<file path="src/rtl/seg_pkg.sv">
package seg_pkg;
  localparam int ADDR_W     = 38;
  localparam int XLATE_LSB  = 24;
  localparam int HI_W       = ADDR_W - XLATE_LSB;
  localparam int OFF_W      = 15;
  localparam int NREG       = 8;
  localparam int NWIN       = NREG - 1;
  localparam int IDX_W      = $clog2(NREG);
  localparam int CTL_IDX    = NREG - 1;
  localparam int LOCK_BIT   = 31;
  localparam int UNB_BIT    = 0;
  localparam int LO_LOG2    = 28;
  localparam int HI_LOG2    = 34;
  localparam int KIND_CACHED   = 0;
  localparam int KIND_UNCACHED = 1;

  function automatic logic [ADDR_W-1:0] win_base(input int idx);
    case (idx)
      0:       return 38'h00_8000_0000;
      1:       return 38'h10_0000_0000;
      2:       return 38'h00_C000_0000;
      3:       return 38'h14_0000_0000;
      4:       return 38'h00_D000_0000;
      5:       return 38'h18_0000_0000;
      default: return 38'h00_E000_0000;
    endcase
  endfunction

  function automatic int win_log2(input int idx);
    return (idx == 1 || idx == 3 || idx == 5) ? HI_LOG2 : LO_LOG2;
  endfunction

  function automatic logic reg_live(input int kind, input int idx);
    if (kind == KIND_CACHED) return (idx == 0) || (idx == 1) || (idx == CTL_IDX);
    return (idx >= 2) && (idx <= 6);
  endfunction
endpackage

</file>
<file path="src/rtl/seg_cfg_regs.sv">
module seg_cfg_regs
  import seg_pkg::*;
#(
  parameter int KIND = KIND_CACHED
) (
  input  logic                       clk,
  input  logic                       rst_n,
  input  logic                       apb_sel,
  input  logic                       apb_enable,
  input  logic                       apb_write,
  input  logic [IDX_W-1:0]           apb_idx,
  input  logic [31:0]                apb_wdata,
  output logic [31:0]                apb_rdata,
  output logic [NREG-1:0]            lock_o,
  output logic [NWIN-1:0][OFF_W-1:0] off_o,
  output logic                       unblock_o
);
  logic                  wr_acc;
  logic [NREG-1:0][31:0] rd_word;
  logic                  unused_wd;

  assign wr_acc    = apb_sel & apb_enable & apb_write;
  assign unused_wd = ^apb_wdata[LOCK_BIT-1:OFF_W];

  for (genvar i = 0; i < NREG; i++) begin : g_word
    if (reg_live(KIND, i)) begin : g_live
      logic wr_en;
      logic lock_q, lock_d;

      assign wr_en  = wr_acc && (apb_idx == IDX_W'(i)) && !lock_q;
      assign lock_d = apb_wdata[LOCK_BIT];

      always_ff @(posedge clk or negedge rst_n) begin
        if (!rst_n)     lock_q <= 1'b0;
        else if (wr_en) lock_q <= lock_d;
      end
      assign lock_o[i] = lock_q;

      if (i < NWIN) begin : g_off
        logic [OFF_W-1:0] off_q, off_d;
        always_comb off_d = apb_wdata[OFF_W-1:0];
        always_ff @(posedge clk or negedge rst_n) begin
          if (!rst_n)     off_q <= '0;
          else if (wr_en) off_q <= off_d;
        end
        assign off_o[i]   = off_q;
        assign rd_word[i] = {lock_q, {(31-OFF_W){1'b0}}, off_q};
      end else begin : g_ctl
        logic unb_q, unb_d;
        always_comb unb_d = unb_q | apb_wdata[UNB_BIT];
        always_ff @(posedge clk or negedge rst_n) begin
          if (!rst_n)     unb_q <= 1'b0;
          else if (wr_en) unb_q <= unb_d;
        end
        assign unblock_o  = unb_q;
        assign rd_word[i] = {lock_q, 30'b0, unb_q};
      end
    end else begin : g_rsvd
      assign lock_o[i]  = 1'b0;
      assign rd_word[i] = 32'h0;
      if (i < NWIN) begin : g_off0
        assign off_o[i] = '0;
      end else begin : g_ctl0
        assign unblock_o = 1'b0;
      end
    end
  end

  assign apb_rdata = rd_word[apb_idx];
endmodule

</file>
<file path="src/rtl/seg_addr_xlate.sv">
module seg_addr_xlate
  import seg_pkg::*;
#(
  parameter int KIND = KIND_CACHED
) (
  input  logic [ADDR_W-1:0]         addr_i,
  input  logic [NWIN-1:0][HI_W-1:0] off_i,
  output logic [ADDR_W-1:0]         addr_o
);
  logic [NWIN-1:0] hit;
  logic [HI_W-1:0] sel_off;

  for (genvar i = 0; i < NWIN; i++) begin : g_win
    if (reg_live(KIND, i)) begin : g_on
      localparam int               LG   = win_log2(i);
      localparam logic [ADDR_W-1:0] BASE = win_base(i);
      assign hit[i] = (addr_i >> LG) == (BASE >> LG);
    end else begin : g_off
      logic unused_win;
      assign unused_win = ^off_i[i];
      assign hit[i]     = 1'b0;
    end
  end

  always_comb begin
    sel_off = '0;
    for (int i = NWIN - 1; i >= 0; i--) begin
      if (hit[i]) sel_off = off_i[i];
    end
  end

  assign addr_o = {addr_i[ADDR_W-1:XLATE_LSB] + sel_off, addr_i[XLATE_LSB-1:0]};
endmodule

</file>
<file path="src/rtl/seg_axi_gate.sv">
module seg_axi_gate (
  input  logic open_i,
  input  logic s_valid_i,
  output logic s_ready_o,
  output logic m_valid_o,
  input  logic m_ready_i
);
  assign m_valid_o = s_valid_i & open_i;
  assign s_ready_o = m_ready_i & open_i;
endmodule

</file>
<file path="src/rtl/axi_seg_remap.sv">
module axi_seg_remap
  import seg_pkg::*;
#(
  parameter int KIND = KIND_CACHED
) (
  input  logic              clk,
  input  logic              rst_n,
  input  logic              apb_sel,
  input  logic              apb_enable,
  input  logic              apb_write,
  input  logic [IDX_W+1:2]  apb_addr,
  input  logic [31:0]       apb_wdata,
  output logic [31:0]       apb_rdata,
  output logic              apb_ready,
  output logic              apb_err,
  input  logic              s_awvalid,
  output logic              s_awready,
  input  logic [ADDR_W-1:0] s_awaddr,
  output logic              m_awvalid,
  input  logic              m_awready,
  output logic [ADDR_W-1:0] m_awaddr,
  input  logic              s_arvalid,
  output logic              s_arready,
  input  logic [ADDR_W-1:0] s_araddr,
  output logic              m_arvalid,
  input  logic              m_arready,
  output logic [ADDR_W-1:0] m_araddr
);
  logic [1:0]                rst_pipe;
  logic                      rst_sync;
  logic [NREG-1:0]           lock_q;
  logic [NWIN-1:0][OFF_W-1:0] off_q;
  logic [NWIN-1:0][HI_W-1:0]  xl_off;
  logic                      unblock;
  logic                      gate_open;

  always_ff @(posedge clk or negedge rst_n) begin
    if (!rst_n) rst_pipe <= 2'b00;
    else        rst_pipe <= {rst_pipe[0], 1'b1};
  end
  assign rst_sync = rst_pipe[1];

  assign apb_ready = 1'b1;
  assign apb_err   = 1'b0;

  seg_cfg_regs #(.KIND(KIND)) u_regs (
    .clk       (clk),
    .rst_n     (rst_sync),
    .apb_sel   (apb_sel),
    .apb_enable(apb_enable),
    .apb_write (apb_write),
    .apb_idx   (apb_addr),
    .apb_wdata (apb_wdata),
    .apb_rdata (apb_rdata),
    .lock_o    (lock_q),
    .off_o     (off_q),
    .unblock_o (unblock)
  );

  for (genvar i = 0; i < NWIN; i++) begin : g_trim
    assign xl_off[i] = off_q[i][HI_W-1:0];
  end

  if (KIND == KIND_CACHED) begin : g_gated
    assign gate_open = unblock;
  end else begin : g_free
    assign gate_open = 1'b1;
  end

  seg_addr_xlate #(.KIND(KIND)) u_xlate_aw (
    .addr_i(s_awaddr),
    .off_i (xl_off),
    .addr_o(m_awaddr)
  );

  seg_addr_xlate #(.KIND(KIND)) u_xlate_ar (
    .addr_i(s_araddr),
    .off_i (xl_off),
    .addr_o(m_araddr)
  );

  seg_axi_gate u_gate_aw (
    .open_i   (gate_open),
    .s_valid_i(s_awvalid),
    .s_ready_o(s_awready),
    .m_valid_o(m_awvalid),
    .m_ready_i(m_awready)
  );

  seg_axi_gate u_gate_ar (
    .open_i   (gate_open),
    .s_valid_i(s_arvalid),
    .s_ready_o(s_arready),
    .m_valid_o(m_arvalid),
    .m_ready_i(m_arready)
  );
endmodule

</file>
<file path="config.mk">
export PLATFORM = sky130hd
export DESIGN_NAME = axi_seg_remap
export DESIGN_NICKNAME = d
export VERILOG_FILES = /design/src/rtl/seg_pkg.sv /design/src/rtl/seg_cfg_regs.sv /design/src/rtl/seg_addr_xlate.sv /design/src/rtl/seg_axi_gate.sv /design/src/rtl/axi_seg_remap.sv
export SDC_FILE = /design/constraint.sdc
export NUM_CORES = 1
export LEC_CHECK = 0
export ABC_CLOCK_PERIOD_IN_PS = 7200
export BUFFER_PORTS_ARGS = -buffer_cell sky130_fd_sc_hd__clkbuf_2
export CAP_MARGIN = 15
export CORE_ASPECT_RATIO = 0.7
export CORE_UTILIZATION = 38
export CTS_BUF_LIST = sky130_fd_sc_hd__clkbuf_16
export DETAILED_ROUTE_END_ITERATION = 6
export GPL_ROUTABILITY_DRIVEN = 0
export PLACE_DENSITY_LB_ADDON = 0.15
export SYNTH_ARGS = -nofsm -noshare
export SYNTH_HDL_FRONTEND = slang
export SYNTH_HIERARCHICAL = 1
export SYNTH_SLANG_ARGS = --single-unit
</file>
<file path="constraint.sdc">
create_clock -name clk -period 7.2 [get_ports clk]
set_clock_uncertainty 0.15 [all_clocks]
set_input_delay 0.36 -clock clk [delete_from_list [all_inputs] [get_ports clk]]
set_output_delay 0.36 -clock clk [all_outputs]
set_load 0.02 [all_outputs]
</file>
==> results of run 1 <==
-- registers in the layout (all words and copies together), names as in the netlist --
name and count:
u_regs/unblock_o 1, u_regs/g_word.g_live.lock_q 3, rst_pipe 2, u_regs/g_word.g_live.g_off.off_q 30
-- per-stage QoR --
step                cell area (µm²)  power, mW  utilization
finish                         4180     0.6857       0.4300
global route                   4180     0.7270       0.4300
CTS                            4180     0.6926       0.4300
detailed placement             4031     0.4845       0.4147
global placement               4031     0.4804       0.4147
floorplan                      3889     0.4655            -
-- report_power, final --
group | switching (mW) | internal (mW) | leakage, nW
Sequential | 0.0371 | 0.241 | 0.457
Clock | 0.0792 | 0.126 | 0.0710
Combinational | 0.110 | 0.0936 | 1.67
Total | 0.226 | 0.460 | 2.20
-- area by class of cell --
class / instances / area [µm²]
inverters: 9 / 33.78
well taps: 128 / 160.2
fillers: 987 / 5542
multi-input cells: 288 / 2384
clock inverters: 3 / 13.76
clock buffers: 5 / 125.1
repair buffers: 109 / 563.0
flip-flops and latches: 36 / 900.9
-- layout by cell type, fill, tap and decap left out, types with 5 or more instances in the layout --
cell                        instances
sky130_fd_sc_hd__a21o_1             9
sky130_fd_sc_hd__a21oi_1           15
sky130_fd_sc_hd__a22o_1            26
sky130_fd_sc_hd__buf_4              5
sky130_fd_sc_hd__clkbuf_16          5
sky130_fd_sc_hd__clkbuf_2         103
sky130_fd_sc_hd__conb_1            19
sky130_fd_sc_hd__dfrtp_1           36
sky130_fd_sc_hd__ha_1              28
sky130_fd_sc_hd__inv_1              9
sky130_fd_sc_hd__mux2_2            20
sky130_fd_sc_hd__mux2_4            10
sky130_fd_sc_hd__mux2i_1           18
sky130_fd_sc_hd__nand2_1           15
sky130_fd_sc_hd__nand3_1            6
sky130_fd_sc_hd__nor2_1            22
sky130_fd_sc_hd__nor3_1            10
sky130_fd_sc_hd__o211ai_1           5
sky130_fd_sc_hd__o21ai_1            5
sky130_fd_sc_hd__xnor2_1           10
sky130_fd_sc_hd__xor2_1             9
-- layer usage --
metal / up-vias / GRT usage / share of wire
met5: - / 0 / 0
met4: 0 / 0.03591 / 0.0099
met3: 21 / 0.03856 / 0.066
met2: 126 / 0.2953 / 0.45
met1: 1465 / 0.2592 / 0.48
li1: 1472 / - / -
-- worst paths after layout --
| kind | startpoint | end | cells past startpoint |
|---|---|---|---|
| setup reg to reg | u_regs/g_word[1].g_live.lock_q$_DFFE_PN0P_ | u_regs/g_word[1].g_live.g_off.off_q[2]$_DFFE_PN0P_ | 2 |
| setup / recovery | s_awaddr[31] | m_awaddr[34] | 15 |
| hold reg to reg | rst_pipe[1]$_DFF_PN0_ | u_regs/g_word[1].g_live.g_off.off_q[11]$_DFFE_PN0P_ | 1 |
| hold / removal | rst_pipe[1]$_DFF_PN0_ | u_regs/g_word[1].g_live.g_off.off_q[11]$_DFFE_PN0P_ | 1 |
| min in group clk | apb_wdata[8] | u_regs/g_word[0].g_live.g_off.off_q[8]$_DFFE_PN0P_ | 2 |
| max in group asynchronous | rst_pipe[1]$_DFF_PN0_ | u_regs/g_word[0].g_live.g_off.off_q[1]$_DFFE_PN0P_ | 1 |
==> flow_summary.yaml, run 1 <==
layout:
  areaGrowthSynthToFinish_pct: 9.183
  num-nets-final: 599
  final_cell_count_no_fill: 578
  insertedDiodeCount: 0
  drive_above_1_share: 0.3622
route:
  dr.pass1.iters: 4
  antenna_violating_nets_post_route: 0
  vias: 3084
  routedWlPerCell_um: 16.71
  wl_mm: 9.659
  drc: 0
  drtIter0Drc: 149
  detail_route.vias_per_cell: 5.336
setup_path:
  crit_path_max_delay_family: "compound AO/OA/AOI/OAI gates"
  worst_path_largest_cell_delay_ns: 0.41
  timing.critical_path.mode_cell: "sky130_fd_sc_hd__clkbuf_2"
  timing.critical_path.buf_inv: 3
  cp.required_ns: 6.69
  crit_path_max_fanout: 13
  critical_path_class: "input port to output pin"
  rrSetupSlack_ns: 5.12
  setup.worst_path.start_class: "input port"
  worstPathCellList: "clkbuf_2 > nor4b_2 > nand2_1 > nor4_2 > buf_4 > a22o_1 > ha_1 > fa_1 > a21o_1 > a21oi_1 > o21ai_1 > nor4_1 > nor3_1 > o311ai_1 > clkbuf_2"
  slowest_stage: "sky130_fd_sc_hd__fa_1"
  endpoint_kind: "output pin"
  timing.critical_path.arrival_ns: 3.36
grt:
  grt_max_degree: 35
  number_of_antenna_violations_at_the_first_check_in_global_routing: 0
  grt_overflow: 0
  grt_util_all_layers: 0.1857
  first_pass_grt_wire_length_mm: 15.11
  grt_pass1_vias: 2975
clock_network:
  clk_transition_reported_paths_ns: 0.05
  postCtsSetupRepairBufs: 0
  ctsResizeCount: 0
  cts.path.max_buffers: 2
  inserted_clock_buffers: 5
  tritoncts_clock_tree: "yes"
  postCtsHoldBufs: 1
  cts-root-buf: "sky130_fd_sc_hd__clkbuf_16"
  clock_sink_count: 36
  clkLatencyLatePin_ns: 0.28
  h-tree-depth: 2
synthesis:
  postSynthCellCount: 395
  synth.yosys.warnings: 6
  synth_area_um2: 3829
  avgSynthCellArea_um2: 9.693
outcome:
  run_status: "finished, final reports clean"
sta:
  finalSetupViolations: 0
  finalHoldViolCount: 0
  final.period_utilization: 0.5368
  setup_ws_ns: 3.335
  setup_total_negative_slack_ns: 0
  slew_violations: 0
  final.hold.worst_slack_ns: 0.1285
  worst_slew_pin_slew_ns: 0.9805
  final_period_minus_worst_setup_slack_ns: 3.865
  fmax_mhz: 258.7
  slew_headroom: 0.3429
  rsz_0062_raised_after_global_routing: "no"
floorplan:
  placementRows: 30
  fp.dieArea_um2: 10490
  floorplan.initialDensity: 0.3938
  die_y_um: 85.98
  design.core.area_um2: 9722
  die_w_um: 122.0
  ios: 234
placed_design:
  io_buffer_count: 103
  placedCellCount: 569
  post-dp-hpwl_mm: 7.671
  placement.setup.worst_slack_ns: 3.353
hold_path:
  holdCritPathClass: "flip-flop to async pin"
pwr:
  powerDensity_nw_per_um2: 164.0
  vdd.ir_drop.worst_v: 0.00008530
  power.static_leakage_nw: 2.200
run:
  drv.max_cap_violation_count: 0
(Power assumes the default switching activity.)
==> run 2, diff against run 1 <==
--- a/config.mk
+++ b/config.mk
@@ -5,7 +5,7 @@
 export SDC_FILE = /design/constraint.sdc
 export NUM_CORES = 1
 export LEC_CHECK = 0
-export ABC_CLOCK_PERIOD_IN_PS = 7200
+export ABC_CLOCK_PERIOD_IN_PS = 3700
 export BUFFER_PORTS_ARGS = -buffer_cell sky130_fd_sc_hd__clkbuf_2
 export CAP_MARGIN = 15
 export CORE_ASPECT_RATIO = 0.7
==> constraint.sdc (replaced) <==
create_clock -name clk -period 3.7 [get_ports clk]
set_clock_uncertainty 0.15 [all_clocks]
set_input_delay 0.185 -clock clk [delete_from_list [all_inputs] [get_ports clk]]
set_output_delay 0.185 -clock clk [all_outputs]
set_load 0.02 [all_outputs]
==> run 2 against run 1 <==
  * Sequential share of layout area is 0.17 points lower
  * Global-route usage fell by 0.36 points
  * Utilization rose by 0.35 points
  * Die area unchanged
  * Non-clock buffer count increased by 4
  * Cell count is 0.52% higher
  * Count of clock-buffer cells in the layout is the same
  * Largest power group unchanged
  * Register-to-register slack got worse by 3.2 ns
  * Critical path depth shrank 1
  * Combinational power grew 97%
  * Sequential power is 95% higher
  * Clock power grew 93%
  * Critical path type unchanged
==> flow_summary.yaml, run 2 (synthesis results as in run 1) <==
outcome:
  run_status: "finished, final reports clean"
clock_network:
  tritoncts_clock_tree: "yes"
  cts-root-buf: "sky130_fd_sc_hd__clkbuf_16"
  h-tree-depth: 2
  postCtsSetupRepairBufs: 0
  inserted_clock_buffers: 5
  clkLatencyLatePin_ns: 0.28
  cts.path.max_buffers: 2
  clock_sink_count: 36
  clk_transition_reported_paths_ns: 0.06
floorplan:
  die_w_um: 122.0
  design.core.area_um2: 9722
  die_y_um: 85.98
  ios: 234
  placementRows: 30
  fp.dieArea_um2: 10490
  floorplan.initialDensity: 0.3938
layout:
  post-route-util: 0.4335
  regMostFlops: "u_regs/g_word.g_live.g_off.off_q"
  fillerInstances: 945
  largest_register_ffs: 30
  final_cell_mix: "sky130_fd_sc_hd__clkbuf_2 (103), sky130_fd_sc_hd__dfrtp_1 (36), sky130_fd_sc_hd__ha_1 (28)"
  mostFrequentLayoutCell: "sky130_fd_sc_hd__clkbuf_2"
  reg.largest.list: "u_regs/g_word.g_live.g_off.off_q (30), u_regs/g_word.g_live.lock_q (3), rst_pipe (2)"
  insertedDiodeCount: 0
  areaGrowthSynthToFinish_pct: 10.07
  num-nets-final: 603
  drive_above_1_share: 0.3664
sta:
  fmax_mhz: 286.0
  finalSetupViolations: 0
  final_period_minus_worst_setup_slack_ns: 3.497
  rsz_0062_raised_after_global_routing: "no"
  worst_slew_pin_slew_ns: 0.7268
  slew_violations: 0
  setup_total_negative_slack_ns: 0
  slew_headroom: 0.5155
  finalHoldViolCount: 0
  final.period_utilization: 0.9452
grt:
  number_of_antenna_violations_at_the_first_check_in_global_routing: 0
  first_pass_grt_wire_length_mm: 14.68
  grt_overflow: 0
  grt_max_degree: 35
  grt_util_all_layers: 0.1821
  grt_pass1_vias: 2890
route:
  antenna_violating_nets_post_route: 0
  detail_route.vias_per_cell: 5.253
  highest-signal-layer: "met4"
  drtIter0Drc: 160
  wl_mm: 9.636
  met3RoutedLength_um: 681
  drc: 0
  route.met2.wl_mm: 4.302
  m1WireLength_mm: 4.542
  dr.pass1.iters: 4
  routedWlPerCell_um: 16.59
  vias: 3052
pwr:
  power.static_leakage_nw: 2.221
  vdd.ir_drop.worst_v: 0.0001838
  powerDensity_nw_per_um2: 317.1
hold_path:
  min_from: "apb_wdata[11]"
  holdCritPathClass: "input port to flip-flop"
  hold-path-endpoint: "u_regs/g_word[0].g_live.g_off.off_q[11]$_DFFE_PN0P_"
  min_delay_path_depth: 2
placed_design:
  post-dp-hpwl_mm: 7.727
  io_buffer_count: 103
setup_path:
  setup.worst_path.start: "s_awaddr[36]"
  worst_path_largest_cell_delay_ns: 0.36
  critical_path_class: "input port to output pin"
  rrSetupSlack_ns: 1.97
  cp.required_ns: 3.37
  worst_r2r_startpoint: "u_regs/g_word[0].g_live.lock_q$_DFFE_PN0P_"
  setup.worst_path.start_class: "input port"
  critical_path.reg2reg.endpoint: "u_regs/g_word[0].g_live.g_off.off_q[2]$_DFFE_PN0P_"
  crit_path_max_fanout: 9
  slowest_stage: "sky130_fd_sc_hd__a2111oi_2"
  worst-r2r-cell-count: 2
  timing.critical_path.arrival_ns: 3.16
  endpoint_kind: "output pin"
  worstPathCellList: "clkbuf_2 > nor4b_2 > nand2_1 > nor4_2 > buf_4 > a22o_1 > ha_1 > a21o_1 > a21oi_1 > a21oi_1 > o41ai_4 > mux2i_1 > a2111oi_2 > clkbuf_2"
run:
  drv.max_cap_violation_count: 0
run 2: cell types whose count changed in the layout (fill, tap and decap cells not counted), sizes merged:
cell,before,now
buf,5,8
clkinv,3,1
dlygate4sd3,1,2
inv,9,10
run 2: final cells by class:
type | instances | area [µm²] | area share
clock buffer | 5 | 125.1 | 0.02969
timing repair buffer | 113 | 595.6 | 0.1413
sequential | 36 | 900.9 | 0.2138
inverter | 9 | 33.78 | 0.008017
clock inverter | 2 | 8.758 | 0.002078
multi-input combinational | 288 | 2390 | 0.5671
tap | 128 | 160.2 | 0.03800
run 2: worst max-delay path, delay by kind of cell:
kind,cells,cell delay [ns]
muxes,1,0.13
AOI/OAI and AO/OA,6,1.35
and+or+nand+nor,3,0.61
buffers and inverters,3,0.59
adders and majority gates,1,0.27
run 2: through the flow:
stage | setup slack, ns | power, mW | instance area, µm² | instances | hold slack, ns
3_5_place_dp | 0.1669 | 0.9449 | 4054 | 572 | -0.1764
3_3_place_gp | 0.2343 | 0.9370 | 4054 | 572 | -0.1790
2_1_floorplan | 0.3549 | 0.9058 | 3889 | 411 | -0.2606
6_report | 0.2029 | 1.336 | 4214 | 581 | 0.004565
4_1_cts | 0.1621 | 1.346 | 4208 | 581 | 0.002665
5_1_grt | 0.003432 | 1.411 | 4214 | 581 | 0.004008
run 2: repair_timing:
item / 4_1_cts / 5_1_grt
setup endpoints to repair: 0 / 1
resized for setup: 0 / 1
hold endpoints to repair: 3 / 0
hold buffers: 2 / 0
run 2: power breakdown:
group | leakage [nW] | switching [mW] | internal (mW)
Clock | 0.0709 | 0.153 | 0.242
Combinational | 1.69 | 0.215 | 0.183
Sequential | 0.457 | 0.0744 | 0.468
Total | 2.22 | 0.443 | 0.893
run 2: worst max-delay path by stage:
stage / to / slack, ns
2_1_floorplan: m_awaddr[34] / 0.35
5_1_grt: m_awaddr[37] / 0.003
3_5_place_dp: m_awaddr[37] / 0.17
6_report: m_awaddr[37] / 0.20
4_1_cts: m_awaddr[37] / 0.16
3_3_place_gp: m_awaddr[34] / 0.23
run 2: routing by layer:
metal	up-vias	global-route usage
li1	1484	-
met1	1424	0.2550
met2	123	0.2830
met3	21	0.04056
met4	0	0.04265
met5	-	0
